$ cat src/rtl/ccp_pkg.sv
package ccp_pkg;
    localparam int BUS_W  = 8;
    localparam int FRAC_W = 2;
    localparam int MODE_W = 4;

    localparam logic [1:0] A_LO   = 2'd0;
    localparam logic [1:0] A_HI   = 2'd1;
    localparam logic [1:0] A_CTRL = 2'd2;
    localparam logic [1:0] A_FLAG = 2'd3;

    localparam logic [MODE_W-1:0] M_OFF      = 4'b0000;
    localparam logic [MODE_W-1:0] M_CAP_FALL = 4'b0100;
    localparam logic [MODE_W-1:0] M_CAP_RISE = 4'b0101;
    localparam logic [MODE_W-1:0] M_CAP_4    = 4'b0110;
    localparam logic [MODE_W-1:0] M_CAP_16   = 4'b0111;
    localparam logic [MODE_W-1:0] M_CMP_SET  = 4'b1000;
    localparam logic [MODE_W-1:0] M_CMP_CLR  = 4'b1001;
    localparam logic [MODE_W-1:0] M_CMP_IRQ  = 4'b1010;
    localparam logic [MODE_W-1:0] M_CMP_TRIG = 4'b1011;

    typedef struct packed {
        logic [FRAC_W-1:0] frac;
        logic [MODE_W-1:0] mode;
    } ctrl_t;

    function automatic logic is_cap(input logic [MODE_W-1:0] m);
        return m[3:2] == 2'b01;
    endfunction

    function automatic logic is_cmp(input logic [MODE_W-1:0] m);
        return m[3:2] == 2'b10;
    endfunction

    function automatic logic is_pwm(input logic [MODE_W-1:0] m);
        return m[3:2] == 2'b11;
    endfunction
endpackage

$ cat src/rtl/ccp_edge_cap.sv
module ccp_edge_cap
    import ccp_pkg::*;
#(
    parameter int SYNC  = 2,
    parameter int DIV_A = 4,
    parameter int DIV_B = 16
) (
    input  logic              clk,
    input  logic              rst,
    input  logic              pin,
    input  logic [MODE_W-1:0] mode,
    input  logic              mode_chg,
    output logic              cap_evt
);
    localparam int CW = $clog2(DIV_B);

    logic [SYNC:0]   sh;
    logic [CW-1:0]   cnt;
    logic [CW-1:0]   target;
    logic            rise, fall, pre_mode;

    always_ff @(posedge clk) begin
        if (rst) sh <= '0;
        else     sh <= {sh[SYNC-1:0], pin};
    end

    assign rise     = sh[SYNC-1] & ~sh[SYNC];
    assign fall     = ~sh[SYNC-1] & sh[SYNC];
    assign target   = mode[0] ? CW'(DIV_B - 1) : CW'(DIV_A - 1);
    assign pre_mode = (mode == M_CAP_4) || (mode == M_CAP_16);

    always_comb begin
        unique case (mode)
            M_CAP_FALL:        cap_evt = fall;
            M_CAP_RISE:        cap_evt = rise;
            M_CAP_4, M_CAP_16: cap_evt = rise && (cnt == target);
            default:           cap_evt = 1'b0;
        endcase
    end

    always_ff @(posedge clk) begin
        if (rst || mode_chg)        cnt <= '0;
        else if (pre_mode && rise)  cnt <= (cnt == target) ? '0 : cnt + 1'b1;
    end

    p_prescale_clear_r5: assert property (@(posedge clk) disable iff (rst)
        mode_chg |=> (cnt == '0));
endmodule

$ cat src/rtl/ccp_compare.sv
module ccp_compare
    import ccp_pkg::*;
#(
    parameter int TW = 16
) (
    input  logic              clk,
    input  logic              rst,
    input  logic [MODE_W-1:0] mode,
    input  logic [TW-1:0]     tmr,
    input  logic [TW-1:0]     ref_val,
    output logic              cmp_evt,
    output logic              pin_q,
    output logic              trig_q
);
    logic match, match_d;

    assign match   = (tmr == ref_val);
    assign cmp_evt = is_cmp(mode) && match && !match_d;

    always_ff @(posedge clk) begin
        if (rst) begin
            match_d <= 1'b0;
            pin_q   <= 1'b0;
            trig_q  <= 1'b0;
        end else begin
            match_d <= match;
            trig_q  <= cmp_evt && (mode == M_CMP_TRIG);
            if (mode == M_OFF)                           pin_q <= 1'b0;
            else if (cmp_evt && mode == M_CMP_SET)       pin_q <= 1'b1;
            else if (cmp_evt && mode == M_CMP_CLR)       pin_q <= 1'b0;
        end
    end

    p_trig_single_r7: assert property (@(posedge clk) disable iff (rst)
        trig_q |=> !trig_q);
    p_trig_mode_r7: assert property (@(posedge clk) disable iff (rst)
        trig_q |-> ($past(mode) == M_CMP_TRIG));
    p_off_low_r11: assert property (@(posedge clk) disable iff (rst)
        (mode == M_OFF) |=> !pin_q);
endmodule

$ cat src/rtl/ccp_pwm.sv
module ccp_pwm #(
    parameter int DW = 8,
    parameter int FW = 2
) (
    input  logic             clk,
    input  logic             rst,
    input  logic             en,
    input  logic             restart,
    input  logic [DW+FW-1:0] duty_next,
    input  logic [DW+FW-1:0] cnt,
    output logic             pwm_q
);
    logic [DW+FW-1:0] shadow;

    always_ff @(posedge clk) begin
        if (rst) begin
            shadow <= '0;
            pwm_q  <= 1'b0;
        end else if (!en) begin
            pwm_q  <= 1'b0;
        end else if (restart) begin
            shadow <= duty_next;
            pwm_q  <= (duty_next != '0);
        end else if (cnt == shadow) begin
            pwm_q  <= 1'b0;
        end
    end

    p_rise_on_restart_r9: assert property (@(posedge clk) disable iff (rst)
        $rose(pwm_q) |-> $past(restart));
endmodule

$ cat src/rtl/ccp_unit.sv
module ccp_unit
    import ccp_pkg::*;
#(
    parameter int DW = BUS_W
) (
    input  logic          clk,
    input  logic          rst,
    input  logic [1:0]    bus_addr,
    input  logic          bus_we,
    input  logic [DW-1:0] bus_wdata,
    output logic [DW-1:0] bus_rdata,
    input  logic [2*DW-1:0] tmr_wide,
    input  logic [DW-1:0] tmr_period,
    input  logic [FRAC_W-1:0] tmr_sub,
    input  logic          period_restart,
    input  logic          cap_in,
    output logic          ccp_out,
    output logic          ccp_irq,
    output logic          ccp_trig
);
    localparam int TW = 2 * DW;
    localparam int CTRL_W = $bits(ctrl_t);

    logic [TW-1:0] ccpr;
    ctrl_t         ctrl;
    logic          flag;
    logic          mode_chg, cap_evt, cmp_evt, pin_q, pwm_q;
    logic          wr_lo, wr_hi, wr_ctrl, wr_flag;

    assign wr_lo    = bus_we && bus_addr == A_LO;
    assign wr_hi    = bus_we && bus_addr == A_HI;
    assign wr_ctrl  = bus_we && bus_addr == A_CTRL;
    assign wr_flag  = bus_we && bus_addr == A_FLAG;
    assign mode_chg = wr_ctrl && (bus_wdata[MODE_W-1:0] != ctrl.mode);

    always_ff @(posedge clk) begin
        if (rst) begin
            ccpr <= '0;
            ctrl <= '0;
            flag <= 1'b0;
        end else begin
            if (cap_evt)     ccpr <= tmr_wide;
            else if (wr_lo)  ccpr[DW-1:0]  <= bus_wdata;
            else if (wr_hi)  ccpr[TW-1:DW] <= bus_wdata;
            if (wr_ctrl)     ctrl <= ctrl_t'(bus_wdata[CTRL_W-1:0]);
            if (cap_evt || cmp_evt) flag <= 1'b1;
            else if (wr_flag)       flag <= bus_wdata[0];
        end
    end

    always_comb begin
        unique case (bus_addr)
            A_LO:    bus_rdata = ccpr[DW-1:0];
            A_HI:    bus_rdata = ccpr[TW-1:DW];
            A_CTRL:  bus_rdata = {{(DW-CTRL_W){1'b0}}, ctrl};
            default: bus_rdata = {{(DW-1){1'b0}}, flag};
        endcase
    end

    ccp_edge_cap u_cap (
        .clk(clk), .rst(rst), .pin(cap_in), .mode(ctrl.mode),
        .mode_chg(mode_chg), .cap_evt(cap_evt)
    );

    ccp_compare #(.TW(TW)) u_cmp (
        .clk(clk), .rst(rst), .mode(ctrl.mode), .tmr(tmr_wide),
        .ref_val(ccpr), .cmp_evt(cmp_evt), .pin_q(pin_q), .trig_q(ccp_trig)
    );

    ccp_pwm #(.DW(DW), .FW(FRAC_W)) u_pwm (
        .clk(clk), .rst(rst), .en(is_pwm(ctrl.mode)), .restart(period_restart),
        .duty_next({ccpr[DW-1:0], ctrl.frac}), .cnt({tmr_period, tmr_sub}),
        .pwm_q(pwm_q)
    );

    assign ccp_out = is_pwm(ctrl.mode) ? pwm_q : (is_cmp(ctrl.mode) ? pin_q : 1'b0);
    assign ccp_irq = flag;

    p_capture_latch_r3: assert property (@(posedge clk) disable iff (rst)
        cap_evt |=> (ccp_irq && ccpr == $past(tmr_wide)));
    p_event_beats_clear_r8: assert property (@(posedge clk) disable iff (rst)
        (cmp_evt && wr_flag) |=> ccp_irq);
endmodule

$ cat config.mk
export PLATFORM = sky130hd
export DESIGN_NAME = ccp_unit
export DESIGN_NICKNAME = d
export VERILOG_FILES = /design/src/rtl/ccp_pkg.sv /design/src/rtl/ccp_edge_cap.sv /design/src/rtl/ccp_compare.sv /design/src/rtl/ccp_pwm.sv /design/src/rtl/ccp_unit.sv
export SDC_FILE = /design/constraint.sdc
export NUM_CORES = 1
export LEC_CHECK = 0
export ABC_AREA = 1
export BUFFER_PORTS_ARGS = -buffer_cell sky130_fd_sc_hd__buf_4
export CAP_MARGIN = 10
export CORE_MARGIN = 3
export CORE_UTILIZATION = 55
export DETAILED_ROUTE_END_ITERATION = 8
export PLACE_DENSITY = 0.91
export SLEW_MARGIN = 20
export SYNTH_ARGS = -nofsm -noshare
export SYNTH_HDL_FRONTEND = slang
export SYNTH_SLANG_ARGS = --single-unit
$ cat constraint.sdc
create_clock -name clk -period 2 [get_ports clk]
set_input_delay 0.2 -clock clk [delete_from_list [all_inputs] [get_ports clk]]
set_output_delay 0.2 -clock clk [all_outputs]
set_load 0.01 [all_outputs]
==> qor.yml <==
outcome:
  status: "finished, final reports clean"
flow_run:
  maxCapViolCount: 0
power_and_ir_drop:
  vdd_ir_drop_max_v: 0.000336
  power.leakage_nw: 1.56
  power_w: 0.00181
  powerDensity_nw_per_um2: 564
final_layout:
  design_area_um2: 3200
  fin_nets: 504
  final_cells: 528
  diodes: 0
  utilization: 0.706
  fillers: 389
  area_delta_synth_final_pct: 19.5
  drive_gt1_frac: 0.175
yosys:
  synth_flop_cell: "dfxtp_1"
  synth_cells: 412
  ys_async_sr_fraction: 0
  synth_seq_cells: 44
  synth_simple_gate_area_frac: 0.370
  synth_compound_area_frac: 0.116
  synth_cell_types: 35
  ys_warn_count: 0
  synth_area_um2: 2680
  synth_area_leaders: "dfxtp_1 33%, nand2_1 14%, inv_1 9.9%"
  syn_avg_cell_area_um2: 6.51
  synth_mux_area_frac: 0.00373
  synth_top_area_share: 0.329
  netlist_top_cells_count: "98 x nand2_1, 71 x inv_1, 44 x dfxtp_1"
  synth_top_family_by_area: "simple AND/OR/NAND/NOR gates"
  synth_nets: 454
  synthXorXnorAreaFrac: 0.0392
  synth_top_cell_by_area: "dfxtp_1"
  synth_most_common_cell: "nand2_1"
  synth_edf_count: 0
  ys_seq_area_frac: 0.329
  synth_fa_ha_area_frac: 0.00467
global_routing:
  grt_start_max_net_pins: 37
  antenna_found_initial: 0
  grt_pass1_vias: 2600
  grt_first_pass_wirelength_um: 11300
  track_usage: 0.259
  grt-ovfl-total: 0
placed_design:
  placed_area_um2: 3110
  gp_congestion: 0.879
  dp_cells: 520
  dpl.hpwl_um: 5500
  port_buffers: 51
floorplanning:
  die_h_um: 75.8
  core_um2: 4530
  die_x_um: 75.8
  start_util: 0.591
  die_area_um2: 5750
  io_pins: 52
  rows: 24
timing:
  tns_ns: 0
  max_slew.worst_pin.slew_ns: 0.960
  slew_headroom: 0.356
  post-route-period-util: 0.920
  finalCriticalPeriod_ns: 1.84
  fin_worst_skew_ns: 0.00479
  final-setup-viol-count: 0
  final_max_slew_viol_count: 0
  rsz0062_at_grt: "no"
  finalHoldViolCount: 0
  max_freq_mhz: 544
route:
  drtPass1Iterations: 5
  drtIter0Drc: 282
  wl_um: 7120
  ant_nets: 0
  wl_per_cell_um: 13.5
  via_count: 2866
  drc: 0
  vias_per_cell: 5.43
clock_tree:
  path_clk_slew_ns: 0.08
  postCtsSetupBuffers: 0
  cts_tree: "built"
  cts_resized: 0
  clock-sinks: 44
  holdBufCountCts: 0
  clockRootBuffer: "clkbuf_8"
  numCtsBuffers: 5
  clockBufferDepth: 2
  insertion_delay_ns: 0.30
  cts-htree-levels: 2
setup_path:
  worstPathArrival_ns: 2.09
  path_max_fanout: 34
  crit_required_ns: 2.25
  cp-start-kind: "register"
  endpoint_kind: "register"
  worstSetupPathType: "reg2reg"
hold_path:
  min_path_type: "in2reg"
where the power goes:
group	total (W)	internal [W]	switching, W
registers	0.000927	0.000898	0.0000284
logic	0.000290	0.000130	0.000160
clock network	0.000590	0.000281	0.000309
total	0.00181	0.00131	0.000498
placed cells by master, fill, tap and decap left out, types with 3 or more instances in the layout:
cell type	n
o21ai_0	23
inv_2	3
clkbuf_8	6
nand4_1	38
nor3_1	6
a21oi_1	21
nand2_1	98
xnor2_1	3
buf_4	57
inv_1	71
nor2_1	30
o221ai_1	5
nand3_1	24
dfxtp_1	44
xor2_1	9
cell families (layout without fill, tap and decap cells):
kind of cell	count (synthesis)	in the layout
multiplexers	1	1
buffers and inverters	90	141
adder cells (fa/ha/maj)	1	1
AND/OR/NAND/NOR	210	210
XOR/XNOR	12	12
AO/OA/AOI/OAI	54	54
flip-flops	44	44
metrics by stage:
step	worst slack, ns	hold slack (ns)
after floorplan	0.584	0.269
after global placement	0.293	0.390
after detailed placement	0.223	0.406
after CTS	0.191	0.0863
after global routing	0.000966	0.0918
final	0.160	0.102
per-layer routing:
layer | vias up | global-route usage | part of all wire
li1 | 1435 | - | -
met1 | 1291 | 0.323 | 0.42
met2 | 116 | 0.439 | 0.48
met3 | 24 | 0.0475 | 0.066
met4 | 0 | 0.0990 | 0.028
met5 | - | 0 | 0
critical path: stages (launching register included):
cell,delay (ns)
dfxtp_1,0.52
inv_4,0.09
nor2_8,0.11
nand2_2,0.07
nor2_4,0.17
nand2_4,0.24
nand2_4,0.27
nand2_1,0.09
nand3_1,0.10
nand2_1,0.05
inv_1,0.07
registers in the layout, summed over array words and instances (netlist names):
signal,flops
ccpr,16
u_pwm.shadow,10
ctrl,6
u_cap.cnt,4
u_cap.sh,3
ccp_irq,1
u_cmp.match_d,1
u_cmp.pin_q,1
u_cmp.trig_q,1
u_pwm.pwm_q,1
cell type report:
type                            instances  area (µm²)  share of cell area
Multi-Input combinational cell        278        1430               0.447
Clock inverter                          1        7.51             0.00234
Sequential cell                        44         881               0.275
Timing Repair Buffer                   57         428               0.134
Clock buffer                            7        86.3              0.0270
Inverter                               76         288              0.0898
Tap cell                               65        81.3              0.0254
worst paths after layout:
check	from	end	slack, ns	depth (start not counted)
setup / recovery	ctrl[2]	ccpr[11]	0.16	10
hold / removal	rst	u_cap.sh[1]	0.10	2
setup reg to reg	ctrl[2]	ccpr[11]	0.16	10
hold reg to reg	u_cap.sh[0]	u_cap.sh[1]	0.41	2
Power figures use the tool's default switching activity.
